--- config.mk ---
export PLATFORM = sky130hd
export DESIGN_NAME = i2c_rx_master
export DESIGN_NICKNAME = d
export VERILOG_FILES = /design/src/rtl/i2c_rx_pkg.sv /design/src/rtl/i2c_rx_timer.sv /design/src/rtl/i2c_rx_shift.sv /design/src/rtl/i2c_rx_master.sv
export SDC_FILE = /design/constraint.sdc
export NUM_CORES = 1
export LEC_CHECK = 0
export ABC_CLOCK_PERIOD_IN_PS = 2860
export BUFFER_PORTS_ARGS = -buffer_cell sky130_fd_sc_hd__buf_2
export CORE_MARGIN = 2
export CORE_UTILIZATION = 46
export CTS_BUF_LIST = sky130_fd_sc_hd__clkbuf_2 sky130_fd_sc_hd__clkbuf_4 sky130_fd_sc_hd__clkbuf_8
export DETAILED_ROUTE_END_ITERATION = 12
export PLACE_DENSITY = 0.68
export SLEW_MARGIN = 15
export SYNTH_ARGS = -nofsm -noshare
export SYNTH_HDL_FRONTEND = slang
export SYNTH_HIERARCHICAL = 1
export SYNTH_SLANG_ARGS = --single-unit
export TNS_END_PERCENT = 50
--- constraint.sdc ---
create_clock -name clk -period 2.86 [get_ports clk]
set_input_delay 0.572 -clock clk [delete_from_list [all_inputs] [get_ports clk]]
set_output_delay 0.572 -clock clk [all_outputs]
set_load 0.005 [all_outputs]
--- src/rtl/i2c_rx_pkg.sv ---
package i2c_rx_pkg;

  typedef enum logic [2:0] {
    ST_IDLE,
    ST_LOW,
    ST_HIGH,
    ST_STOP_LOW,
    ST_STOP_HIGH
  } rx_state_e;

  // Shortest legal half period in system clocks.
  localparam int MIN_HALF = 2;

  function automatic int clamp_half(int h);
    return (h < MIN_HALF) ? MIN_HALF : h;
  endfunction

  // Counter value inside a high phase at which SDA is sampled.
  function automatic int mid_point(int h);
    return clamp_half(h) / 2;
  endfunction

endpackage

--- src/rtl/i2c_rx_timer.sv ---
module i2c_rx_timer #(
  parameter int DIV_W = 8
) (
  input  logic             clk,
  input  logic             rst_n,
  input  logic             clr,
  input  logic             hold,
  input  logic [DIV_W-1:0] half,
  output logic             at_end,
  output logic             at_mid
);
  import i2c_rx_pkg::*;

  logic [DIV_W-1:0] cnt_q;
  logic [DIV_W-1:0] lim;
  logic [DIV_W-1:0] mid;

  always_comb begin
    lim = DIV_W'(clamp_half(int'(half)) - 1);
    mid = DIV_W'(mid_point(int'(half)));
  end

  always_ff @(posedge clk or negedge rst_n) begin
    if (!rst_n)                      cnt_q <= '0;
    else if (clr)                    cnt_q <= '0;
    else if (!hold && cnt_q != lim)  cnt_q <= cnt_q + 1'b1;
  end

  assign at_end = (cnt_q == lim);
  assign at_mid = (cnt_q == mid);

endmodule

--- src/rtl/i2c_rx_shift.sv ---
module i2c_rx_shift #(
  parameter int W = 8
) (
  input  logic         clk,
  input  logic         rst_n,
  input  logic         take,
  input  logic         din,
  output logic [W-1:0] q
);
  always_ff @(posedge clk or negedge rst_n) begin
    if (!rst_n)    q <= '0;
    else if (take) q <= {q[W-2:0], din};
  end
endmodule

--- src/rtl/i2c_rx_master.sv ---
module i2c_rx_master #(
  parameter int DIV_W  = 8,
  parameter int DATA_W = 8
) (
  input  logic              clk,
  input  logic              rst_n,
  input  logic              xmit_sel,
  input  logic              ack_bit,
  input  logic              rd_req,
  input  logic              last_req,
  input  logic [DIV_W-1:0]  half_period,
  output logic [DATA_W-1:0] rd_data,
  output logic              rx_full,
  output logic              last_pend,
  output logic              stop_done,
  output logic              scl_oe,
  input  logic              scl_in,
  output logic              sda_oe,
  input  logic              sda_in
);
  import i2c_rx_pkg::*;

  localparam int BIT_W = $clog2(DATA_W + 1);
  localparam logic [BIT_W-1:0] ACK_IDX = BIT_W'(DATA_W);

  rx_state_e         state_q;
  logic [BIT_W-1:0]  bit_q;
  logic              final_q;
  logic              stop_after_q;
  logic [DATA_W-1:0] shift_q;
  logic              t_end, t_mid;

  // Named internal events.
  logic idle_w, is_ack, start, low_go, high_go, stop_lo_go, stop_hi_go;
  logic rx_set, stall_hold, sample, arm_now, phase_adv, t_hold;

  assign idle_w     = (state_q == ST_IDLE);
  assign is_ack     = (bit_q == ACK_IDX);
  assign start      = idle_w && rd_req && !xmit_sel && !rx_full;
  assign low_go     = (state_q == ST_LOW) && t_end && (!is_ack || !rx_full || rd_req);
  assign stall_hold = (state_q == ST_LOW) && is_ack && t_end && rx_full && !rd_req;
  assign rx_set     = low_go && is_ack;
  assign high_go    = (state_q == ST_HIGH) && t_end && scl_in;
  assign sample     = (state_q == ST_HIGH) && t_mid && scl_in && !is_ack;
  assign stop_lo_go = (state_q == ST_STOP_LOW) && t_end;
  assign stop_hi_go = (state_q == ST_STOP_HIGH) && t_end && scl_in;
  assign arm_now    = rd_req && last_pend;
  assign phase_adv  = start || low_go || high_go || stop_lo_go || stop_hi_go;
  assign t_hold     = ((state_q == ST_HIGH) || (state_q == ST_STOP_HIGH)) && !scl_in;

  i2c_rx_timer #(.DIV_W(DIV_W)) u_timer (
    .clk    (clk),
    .rst_n  (rst_n),
    .clr    (phase_adv || idle_w),
    .hold   (t_hold),
    .half   (half_period),
    .at_end (t_end),
    .at_mid (t_mid)
  );

  i2c_rx_shift #(.W(DATA_W)) u_shift (
    .clk   (clk),
    .rst_n (rst_n),
    .take  (sample),
    .din   (sda_in),
    .q     (shift_q)
  );

  always_ff @(posedge clk or negedge rst_n) begin
    if (!rst_n) begin
      state_q      <= ST_IDLE;
      bit_q        <= '0;
      stop_after_q <= 1'b0;
    end else begin
      case (state_q)
        ST_IDLE: if (start) begin
          state_q      <= ST_LOW;
          bit_q        <= '0;
          stop_after_q <= 1'b0;
        end
        ST_LOW: if (low_go) begin
          state_q <= ST_HIGH;
          if (is_ack) stop_after_q <= final_q || arm_now;
        end
        ST_HIGH: if (high_go) begin
          if (is_ack) begin
            bit_q   <= '0;
            state_q <= stop_after_q ? ST_STOP_LOW : ST_LOW;
          end else begin
            bit_q   <= bit_q + 1'b1;
            state_q <= ST_LOW;
          end
        end
        ST_STOP_LOW:  if (stop_lo_go) state_q <= ST_STOP_HIGH;
        ST_STOP_HIGH: if (stop_hi_go) state_q <= ST_IDLE;
        default:      state_q <= ST_IDLE;
      endcase
    end
  end

  always_ff @(posedge clk or negedge rst_n) begin
    if (!rst_n) begin
      rx_full   <= 1'b0;
      rd_data   <= '0;
      last_pend <= 1'b0;
      final_q   <= 1'b0;
      stop_done <= 1'b0;
    end else begin
      if (rx_set)      rx_full <= 1'b1;
      else if (rd_req) rx_full <= 1'b0;
      if (rx_set) rd_data <= shift_q;
      if (stop_hi_go)    last_pend <= 1'b0;
      else if (last_req) last_pend <= 1'b1;
      if (stop_hi_go)   final_q <= 1'b0;
      else if (arm_now) final_q <= 1'b1;
      if (start)           stop_done <= 1'b0;
      else if (stop_hi_go) stop_done <= 1'b1;
    end
  end

  always_comb begin
    scl_oe = (state_q == ST_LOW) || (state_q == ST_STOP_LOW);
    sda_oe = (((state_q == ST_LOW) || (state_q == ST_HIGH)) && is_ack && !ack_bit)
          || (state_q == ST_STOP_LOW) || (state_q == ST_STOP_HIGH);
  end

endmodule

# After elaboration in Yosys (flattened, before gate mapping)
# Cells that the tools add are included.
[word_totals] out_inout_bits=13 inputBits=16 regBits=36
[classes] reduce_logical=49 mux=27 n_lt_le_gt_ge=1 add_sub_neg=4 bitwise=1 n_eq_ne=14
[ops] cell="2-to-1 mux 8 bit" count=3
[ops] cell="logical AND 1 bit" count=19
[ops] cell="equality test 8 bit" count=2
[ops] cell="2-to-1 mux 3 bit" count=5
[ops] cell="case mux 3 bit (5 select lines)" count=1
[ops] cell="nonzero test 2 bit" count=7
[ops] cell="logical OR 1 bit" count=13
[ops] cell="2-to-1 mux 4 bit" count=3
[ops] cell="2-to-1 mux 1 bit" count=11
[ops] cell="!= test 2 bit (second input constant)" count=5
[ops] cell="adder 8 x 1 -> 8 bit" count=1
[ops] cell="adder 8 x 1 -> 8 bit (second input constant)" count=1
[ops] cell="less-than comparator 8 x 2 -> 1 bit (second input constant)" count=1
[ops] cell="!= test 8 bit" count=1
[ops] cell="case mux 4 bit (2 select lines)" count=1
[ops] cell="subtractor 8 x 1 -> 8 bit (second input constant)" count=1
[ops] cell="equality test 3 x 2 -> 1 bit (second input constant)" count=2
[ops] cell="logical NOT 1 bit" count=6
[ops] cell="AND reduction 5 bit" count=1
[ops] cell="adder 4 x 1 -> 4 bit (second input constant)" count=1
[ops] cell="equality test 4 bit (second input constant)" count=1
[ops] cell="2-to-1 mux 2 bit" count=2
[ops] cell="AND reduction 4 bit" count=1
[ops] cell="equality test 3 x 1 -> 1 bit (second input constant)" count=1
[ops] cell="other kinds (6)" count=6

# Longest topological paths before layout
# Gate-level depths: netlist of run 1.
[logic_depth] ltp_word=12 ltp_mapped=14 ltp_nobuf=12

# Modules after synthesis
# Netlist of run 1, hierarchy kept.
[modules_own_cells] mod="i2c_rx_master" area_each_um2=1062.3 instances=1 seq_area_each_um2=500.5 cells_each=97
[modules_own_cells] mod="i2c_rx_timer" area_each_um2=838.3 instances=1 seq_area_each_um2=200.2 cells_each=99
[modules_own_cells] mod="i2c_rx_shift" area_each_um2=331.6 instances=1 seq_area_each_um2=200.2 cells_each=17

# Least setup slack after synthesis of run 1
# OpenSTA, ideal clock, no wires.
[synth_path] path_type="input -> register" start="in half_period[5]" end="reg rd_data[0]" t_arrival_ps=3940 path_slack_ps=-1205 cell_stages=11 required_ps=2735 path_cell_list="clkbuf_1 -> nor4_1 -> a21oi_1 -> ha_1 -> or2b_1 -> a21boi_0 -> o31ai_1 -> nor4_1 -> nand3b_1 -> nor4b_4 -> mux2_2"
[synth_between] elab_chain_len=7
[synth_lines] element="start, declared" line_no="i2c_rx_master.sv:11" source="input logic [DIV_W-1:0] half_period,"
[synth_lines] element="less-than comparator 8 x 2 -> 1 bit" line_no="i2c_rx_pkg.sv:15" source="return (h < MIN_HALF) ? MIN_HALF : h;"
[synth_lines] element="2-to-1 mux 8 bit *" line_no="i2c_rx_pkg.sv:15"
[synth_lines] element="subtractor 8 x 1 -> 8 bit *" line_no="i2c_rx_timer.sv:19" source="lim = DIV_W'(clamp_half(int'(half)) - 1);"
[synth_lines] element="equality test 8 bit *" line_no="i2c_rx_timer.sv:29" source="assign at_end = (cnt_q == lim);"
[synth_lines] element="via t_end" line_no="i2c_rx_master.sv:31" source="logic t_end, t_mid;"
[synth_lines] element="logical AND 1 bit * (2 in a row)" line_no="i2c_rx_master.sv:40" source="assign low_go = (state_q == ST_LOW) && t_end && (!is_ack || !rx_full || rd_req);"
[synth_lines] element="logical AND 1 bit *" line_no="i2c_rx_master.sv:42" source="assign rx_set = low_go && is_ack;"
[synth_lines] element="end signal, assigned" line_no="i2c_rx_master.sv:111" source="if (rx_set) rd_data <= shift_q;"
[synth_lines] element="end, declared" line_no="i2c_rx_master.sv:12" source="output logic [DATA_W-1:0] rd_data,"
# Mark *: on every way through the listed nets, which the timed path passes. The rest lies on a longest branch.
# A chain may end at the register's enable or synchronous reset.

# Final worst setup path of run 1
[layout_path] start="in half_period[3]" end="reg rd_data[0]"
# The elaborated chain is that of the path after synthesis.

==> key figures, run 1 <==
Global route
  • GR Util met2: 31.9%
  • All-Layer GR Usage: between 20% and 30%
  • Met3 global-route usage: roughly 4.5%
  • Number of global-route vias before repair: between 1,500 and 2,000
  • First-pass GRT wire length: 8780 um
  • Largest net degree at the start of global routing: 37
  • GRT Max-Usage Layer: met2
  • Initial antenna violation count: 0
  • Met1 Usage GRT: between 20% and 30%
  • GRT overflow: 0

Die
  • Chip height: 73.7 um
  • Site row count: 25
  • Core outline area: 4690 sq um
  • Die ar.: 5430 sq um
  • Boundary Pins: 29
  • Die Wd: 73.7 um
  • Starting Density: between 40 and 50%

Route
  • Via count: 1,852
  • 1st-pass router iterations: 4
  • DRT iter0 DRCs: 142
  • Vias/cell: 5.63
  • Antenna viol nets, final: 0
  • DRC violations left: 0
  • WL/cell: between 15 and 20 um
  • Final WL: 4960 um

Yosys
  • Post-synth cell types: 57
  • Yosys warning total: 6
  • Syn nets: 233
  • EDFF count, synth: 0
  • Mapped cell area: roughly 2200 sq um
  • Asr flop ratio synth: 100%
  • Dominant synthesized flop cell: dfrtp_1
  • Syn_area_per_cell: 10.5 sq um
  • Syn Inst Count: between 200 and 250
  • Seq cells post-synth: 36
  • Sequential share of the synthesized area: ~40%

Worst setup path
  • Critical Path Source Type: input pin
  • Worst setup EP type: register
  • Arrival @ worst endpoint: 3.03 ns
  • CP required: 3.04 ns
  • Crit-path max FO: 9
  • Crit Path Category: in2reg

CTS
  • CTS tree: built
  • Root Buffer: clkbuf_8
  • Clk sinks: 36
  • # hold bufs at CTS: 0
  • Clock latency on the worst-skew pair: 0.29 ns
  • TritonCTS Buffers: 5
  • CTS H-tree lvls: 2
  • Clock transition at path regs: 0.08 ns
  • Clock Path Buffers: 2

Run status
  • Outcome: finished clean

Power
  • Maximum vdd ir drop: 0.000524 V
  • P_leak: 0.00133 uW
  • PwrDens: 582 nW/um^2

Final layout
  • Fillers: 386
  • Ant. Diodes: 0
  • Nets@finish: just under 300
  • Layout cell share with drive strength beyond 1: 43.3%
  • Fin util: 63.0%
  • Synth-to-Final Area Change: 32.5%

Place
  • Number of port buffers: 28
  • Gp weighted congestion: 0.796
  • Post-DP HPWL: 3540 um

STA
  • Period utilisation layout: 99.7%
  • Clock skew: 0.00599 ns
  • Hold Fails Final Rpt: 0
  • Fmax: around 0.35 GHz
  • Setup Viol. Count Final: 0
  • Worst-Margin Slew: 0.790 ns
  • Final min period: 2.85 ns
  • Slew HR: 47.3%
  • RSZ-0062 raised after global routing: true
  • Max-slew violations: 0
  • Setup TNS: 0 ns

Flow run
  • Maxcap violations: 0

Worst hold path
  • HP Class: in2async
==> power by group <==
group,switching (uW),internal (uW),total [uW]
clock,190,170,359
sequential,121,577,698
combinational,345,320,665
==> flip-flops by register name, indices dropped and copies added, names as in the netlist <==
| name | flops |
|---|---|
| rd_data | 8 |
| u_shift/q | 8 |
| u_timer/cnt_q | 8 |
| bit_q | 4 |
| state_q | 3 |
| final_q | 1 |
| last_pend | 1 |
| rx_full | 1 |
| stop_after_q | 1 |
| stop_done | 1 |
==> what timing repair did <==
action,CTS,global route
setup buffers,3,4
pin swaps,5,6
endpoints found under the setup margin,13,21
resized for setup,5,17
hold endpoints to repair,0,0
==> stage by stage <==
stage          setup slack [ns]  area, sq um  hold slack, ns  power, uW  instances
2_1_floorplan            -0.567         2340           0.276       1100        213
3_3_place_gp             -0.295         2720           0.494       1280        316
3_5_place_dp             -0.362         2720           0.493       1290        316
4_1_cts                 0.00647         2850           0.401       1660        327
5_1_grt                  -0.133         2960           0.419       1840        329
6_report                0.00757         2960           0.353       1720        329
==> critical path, cell delays in order <==
cell	delay, ns
buf_6	0.10
nor4_4	0.36
a21oi_2	0.13
ha_4	0.20
or2b_1	0.24
a21boi_2	0.17
o31ai_4	0.10
nor4_4	0.18
nand3b_1	0.15
nor4b_4	0.33
buf_12	0.18
mux2_4	0.30
==> metal layers <==
layer | wire length (um) | vias up
met3 | 143 | 5
li1 | - | 908
met5 | 0 | -
met1 | 2410 | 905
met4 | 53 | 0
met2 | 2360 | 34
==> final cells by class <==
cell class | instances | area (sq um) | area share [%]
clock inverters | 3 | 18.8 | 0.635
flip-flops and latches | 36 | 901 | 30.5
multi-input cells | 156 | 1410 | 47.7
well taps | 54 | 67.6 | 2.29
clock buffers | 5 | 68.8 | 2.33
repair buffers | 67 | 462 | 15.6
inverters | 8 | 30.0 | 1.02
==> placed cells by master, fill, tap and decap left out, types with 5 or more instances in the layout <==
master    Yosys  final
a21oi_1      12      9
buf_2         1     26
buf_4         2     37
clkbuf_8      0      5
dfrtp_1      36     36
inv_1         8      8
mux2_4        8     16
nand2_1       9      7
nand3_1       8      8
nor2_1       10     10
o21ai_0       9      8
xnor2_1       7      7
xor2_1        9      8
==> logic make-up (layout without fill, tap and decap cells) <==
family,after synthesis,in the layout,share of synthesized area (%)
xor gates and xnor gates,16,16,6.28
DFF,36,36,40.4
and+or+nand+nor,69,69,20.1
adders and majority gates,4,4,2.24
buffers and inverters,21,83,4.60
muxes,20,20,11.2
AOI/OAI and AO/OA,47,47,15.2
==> cells in the mapped netlist, drive strengths merged, types with 4 or more instances <==
cell     n  area [sq um]
a21oi   12          60.1
buf      7          50.0
clkbuf   6          22.5
dfrtp   36           901
ha       4          50.1
inv      8          30.0
mux2    16           210
mux2i    4          40.0
nand2    9          33.8
nand2b   4          25.0
nand3    8          40.0
nand4    4          25.0
nor2    10          37.5
o21ai    9          45.0
o31ai    6          45.0
or3      5          36.3
or4      4          33.8
xnor2    7          61.3
xor2     9          78.8
==> final timing paths <==
kind | from | end | slack (ns) | depth (start not counted)
setup / recovery | half_period[3] | rd_data[0]$_DFFE_PN0P_ | 0.008 | 12
hold / removal | rst_n | u_timer/cnt_q[5]$_DFFE_PN0P_ | 0.35 | 1
setup reg to reg | u_timer/cnt_q[0]$_DFFE_PN0P_ | rd_data[0]$_DFFE_PN0P_ | 0.27 | 8
hold reg to reg | rd_data[4]$_DFFE_PN0P_ | rd_data[4]$_DFFE_PN0P_ | 0.51 | 1
max in group asynchronous | rst_n | state_q[0]$_DFFE_PN0P_ | 2.00 | 1
min in group clk | rd_data[4]$_DFFE_PN0P_ | rd_data[4]$_DFFE_PN0P_ | 0.51 | 1
Power figures use the tool's default switching activity.
==> inputs of run 2 (changes only) <==
ABC_AREA = 1   (was not set)
==> key figures, run 2 <==
CTS
  • CTS tree: built
  • Clock Path Buffers: 2 (unchanged)
  • Clock latency on the worst-skew pair: 0.27 ns (-0.02 ns)
  • Clk sinks: 36 (unchanged)
  • # hold bufs at CTS: 0 (unchanged)
  • Post-CTS Setup Inserts: 0 (-3)
  • TritonCTS Buffers: 5 (unchanged)
  • Cts repair resizes: 0 (-5)
  • CTS H-tree lvls: 2 (unchanged)
  • Root Buffer: clkbuf_8
  • Clock transition at path regs: 0.07 ns (about the same)

Global route
  • All-Layer GR Usage: 18.8% (-1.9 points)
  • Largest net degree at the start of global routing: 37 (unchanged)
  • GRT overflow: 0 (unchanged)
  • Initial antenna violation count: 0 (unchanged)
  • First-pass GRT wire length: 8290 um (-5.6%)
  • Number of global-route vias before repair: 1,903 (+0.48%)

Final layout
  • Synth-to-Final Area Change: 18.0%
  • Area of the multi-input gates: 1210 sq um (-14%)
  • Final instance area: 2810 sq um (-5.1%)
  • Commonest non-fill, non-tap cell in the layout: nand2_1
  • Nets@finish: 389 (+32%)
  • Final std cells w/o fill: 439 (+33%)
  • Top Registers: rd_data (8), u_shift/q (8), u_timer/cnt_q (8)
  • Commonest cells after routing, fill and taps aside: nand2_1 (82), inv_1 (49), dfrtp_1 (36), buf_2 (28), nand3_1 (26)
  • Layout cell share with drive strength beyond 1: 24.7% (-19 points)
  • Register area: 901 sq um (unchanged)
  • Ant. Diodes: 0 (unchanged)
  • Fillers: 485 (+26%)

Route
  • 1st-pass router iterations: 4 (unchanged)
  • WL/cell: 11.4 um (-24%)
  • DRT iter0 DRCs: 127 (-11%)
  • Top Layer Used: met4
  • Vias/cell: 4.85 (-14%)
  • DR WL met2: 2350 um (-0.68%)
  • Met3 Routed Length: 147 um (+2.8%)
  • Final WL: 5020 um (+1.1%)
  • Antenna viol nets, final: 0 (unchanged)
  • Via count: 2,128 (+15%)
  • DRC violations left: 0 (unchanged)
  • WL met1: 2450 um (+1.8%)

Worst setup path
  • R2R cell count: 18 (+10)
  • Crit Path Category: in2reg
  • CP required: 3.02 ns (-0.02 ns)
  • Worst setup EP type: register
  • Crit-path slowest cell: ha_1
  • Worst r2r dst: u_timer/cnt_q[3]$_DFFE_PN0P_
  • Worst Setup SP: half_period[3]
  • CP delay by family, top: simple AND/OR/NAND/NOR gates
  • Crit-path max FO: 16 (+7)
  • Setup slack, reg-to-reg: 0.68 ns (+0.41 ns)
  • Worst reg2reg startpoint: u_timer/cnt_q[5]$_DFFE_PN0P_
  • Worst path bufs/invs: 7 (+5)
  • Crit path cell chain: buf_2, nor2_1, nand2_2, inv_2, a21oi_4, ha_1, xor2_1, nand2_1, nor2_1, nand3_1, nor2_2, nand3_4, inv_2, nand2_1, inv_1, nand2_2, nand2_2, inv_2, nand3_1, inv_1, buf_12, nand4_1, nand2_1
  • Arrival @ worst endpoint: 2.79 ns (-0.24 ns)
  • Critical Path Source Type: input pin
  • CP peak stage delay: 0.28 ns (-0.08 ns)

STA
  • Slew HR: 46.3% (-1.0 points)
  • Setup ws final: 0.238 ns (+0.231 ns)
  • Fmax: 0.381 GHz (+8.8%)
  • Max-slew violations: 0 (unchanged)
  • Final min period: 2.62 ns (-0.231 ns)
  • Setup TNS: 0 ns (unchanged)
  • RSZ-0062 raised after global routing: false
  • Clock skew: 0.00459 ns (-0.00139 ns)
  • Worst-Margin Slew: 0.806 ns (+0.0157 ns)
  • Hold Fails Final Rpt: 0 (unchanged)
  • Setup Viol. Count Final: 0 (unchanged)
  • Period utilisation layout: 91.7% (-8.1 points)

Power
  • Switching power: 520 uW (-21%)
  • Flop pwr share: 42.6% (+2.1 points)
  • Maximum vdd ir drop: 0.000331 V (-37%)
  • Logic pwr share: 33.4% (-5.2 points)
  • P_leak: 0.00153 uW (+15%)
  • Sw Share: 36.4% (-1.7 points)
  • PwrDens: 509 nW/um^2 (-13%)
  • Internal power: 909 uW (-15%)
  • Clock power share: 24.1% (+3.2 points)

Yosys
  • Post-synth cell types: 33 (-42%)
  • Sequential share of the synthesized area: 37.9% (-2.5 points)
  • Yosys warning total: 6 (unchanged)
  • Syn_area_per_cell: 7.41 sq um (-29%)
  • Post-synth top area share: 37.9% (-2.5 points)
  • Count leader, synth: nand2_1
  • Top post-synthesis cells by area: dfrtp_1 (38%), nand2_1 (13%), inv_1 (7.9%)
  • EDFF count, synth: 0 (unchanged)
  • Synth cell count leaders: nand2_1 (82), inv_1 (50), dfrtp_1 (36), nand3_1 (26), nor2_1 (25)
  • Syn Inst Count: 321 (+51%)
  • Largest area contributor in the netlist: dfrtp_1
  • Mapped cell area: 2380 sq um (+6.5%)
  • Dominant synthesized flop cell: dfrtp_1
  • Asr flop ratio synth: 100% (unchanged)
  • Seq cells post-synth: 36 (unchanged)
  • Syn nets: 341 (+46%)

Place
  • Gp weighted congestion: 0.883 (+11%)
  • Placed inst area: 2720 sq um (about the same)
  • # placed instances: 432 (+37%)
  • Post-DP HPWL: 3840 um (+8.5%)
  • Worst slack at placement: -0.0520 ns (+0.310 ns)
  • Number of port buffers: 28 (unchanged)

Die
  • Die ar.: 5760 sq um (+6.1%)
  • Site row count: 26 (+4.0%)
  • Boundary Pins: 29 (unchanged)
  • Chip height: 75.9 um (+3.0%)
  • Die Wd: 75.9 um (+3.0%)
  • Core outline area: 5040 sq um (+7.5%)
  • Starting Density: 47.1% (-0.43 points)

Flow run
  • Maxcap violations: 0 (unchanged)

Run status
  • Outcome: finished clean

Worst hold path
  • HP Class: in2async
run 2: cell count changes after synthesis, sizes merged, moves of 13 or more:
| cell | change |
|---|---|
| nor2 | +20 |
| inv | +47 |
| nand2 | +82 |
| nand4 | +13 |
| mux2 | -16 |
| nand3 | +22 |
run 2: metal layers:
metal	track usage, %	up-vias
li1	-	1109
met1	26.0	979
met2	29.8	34
met3	3.17	6
met4	6.43	0
met5	0	-
run 2: worst register-to-register path, delay by kind of cell, from the launching register on:
kind	cells	cell delay [ns]
DFF	1	0.47
buffers and inverters	6	0.52
and+or+nand+nor	12	1.08
run 2: layout make-up:
class,instances,area share [%]
clock buffers,6,2.72
clock inverters,1,0.178
inverters,56,7.49
multi-input cells,221,43.3
flip-flops and latches,36,32.1
well taps,70,3.12
repair buffers,49,11.1
run 2: per-stage QoR:
| step | hold WS, ns | utilization [%] | total power, uW |
|---|---|---|---|
| after floorplan | 0.276 | - | 922 |
| after global placement | 0.456 | 54.0 | 1080 |
| after detailed placement | 0.467 | 54.0 | 1090 |
| after CTS | 0.411 | 55.6 | 1440 |
| after global routing | 0.455 | 55.6 | 1530 |
| final | 0.376 | 55.6 | 1430 |
run 2: how the worst max path moves through the flow:
stage | cells after the start | to
after floorplan | 22 | u_timer/cnt_q[4]$_DFFE_PN0P_
after global placement | 23 | u_timer/cnt_q[0]$_DFFE_PN0P_
after detailed placement | 23 | u_timer/cnt_q[3]$_DFFE_PN0P_
after CTS | 23 | u_timer/cnt_q[3]$_DFFE_PN0P_
after global routing | 25 | u_timer/cnt_q[0]$_DFFE_PN0P_
final | 23 | u_timer/cnt_q[3]$_DFFE_PN0P_
run 2: logic make-up (layout without fill, tap and decap cells):
logic type	after synthesis	after routing	synth area share (%)
AND/OR/NAND/NOR	174	174	35.4
adder cells (fa/ha/maj)	4	4	2.11
XOR/XNOR	14	14	5.16
AO/OA/AOI/OAI	29	29	8.47
buffers and inverters	64	112	11.0
flip-flops	36	36	37.9
run 2: power groups by stage:
stage               logic, uW  clock network (uW)  registers [uW]
finish                    477                 344             608
global route              538                 377             613
CTS                       478                 358             606
detailed placement        474                   0             617
global placement          468                   0             615
floorplan                 323                   0             599
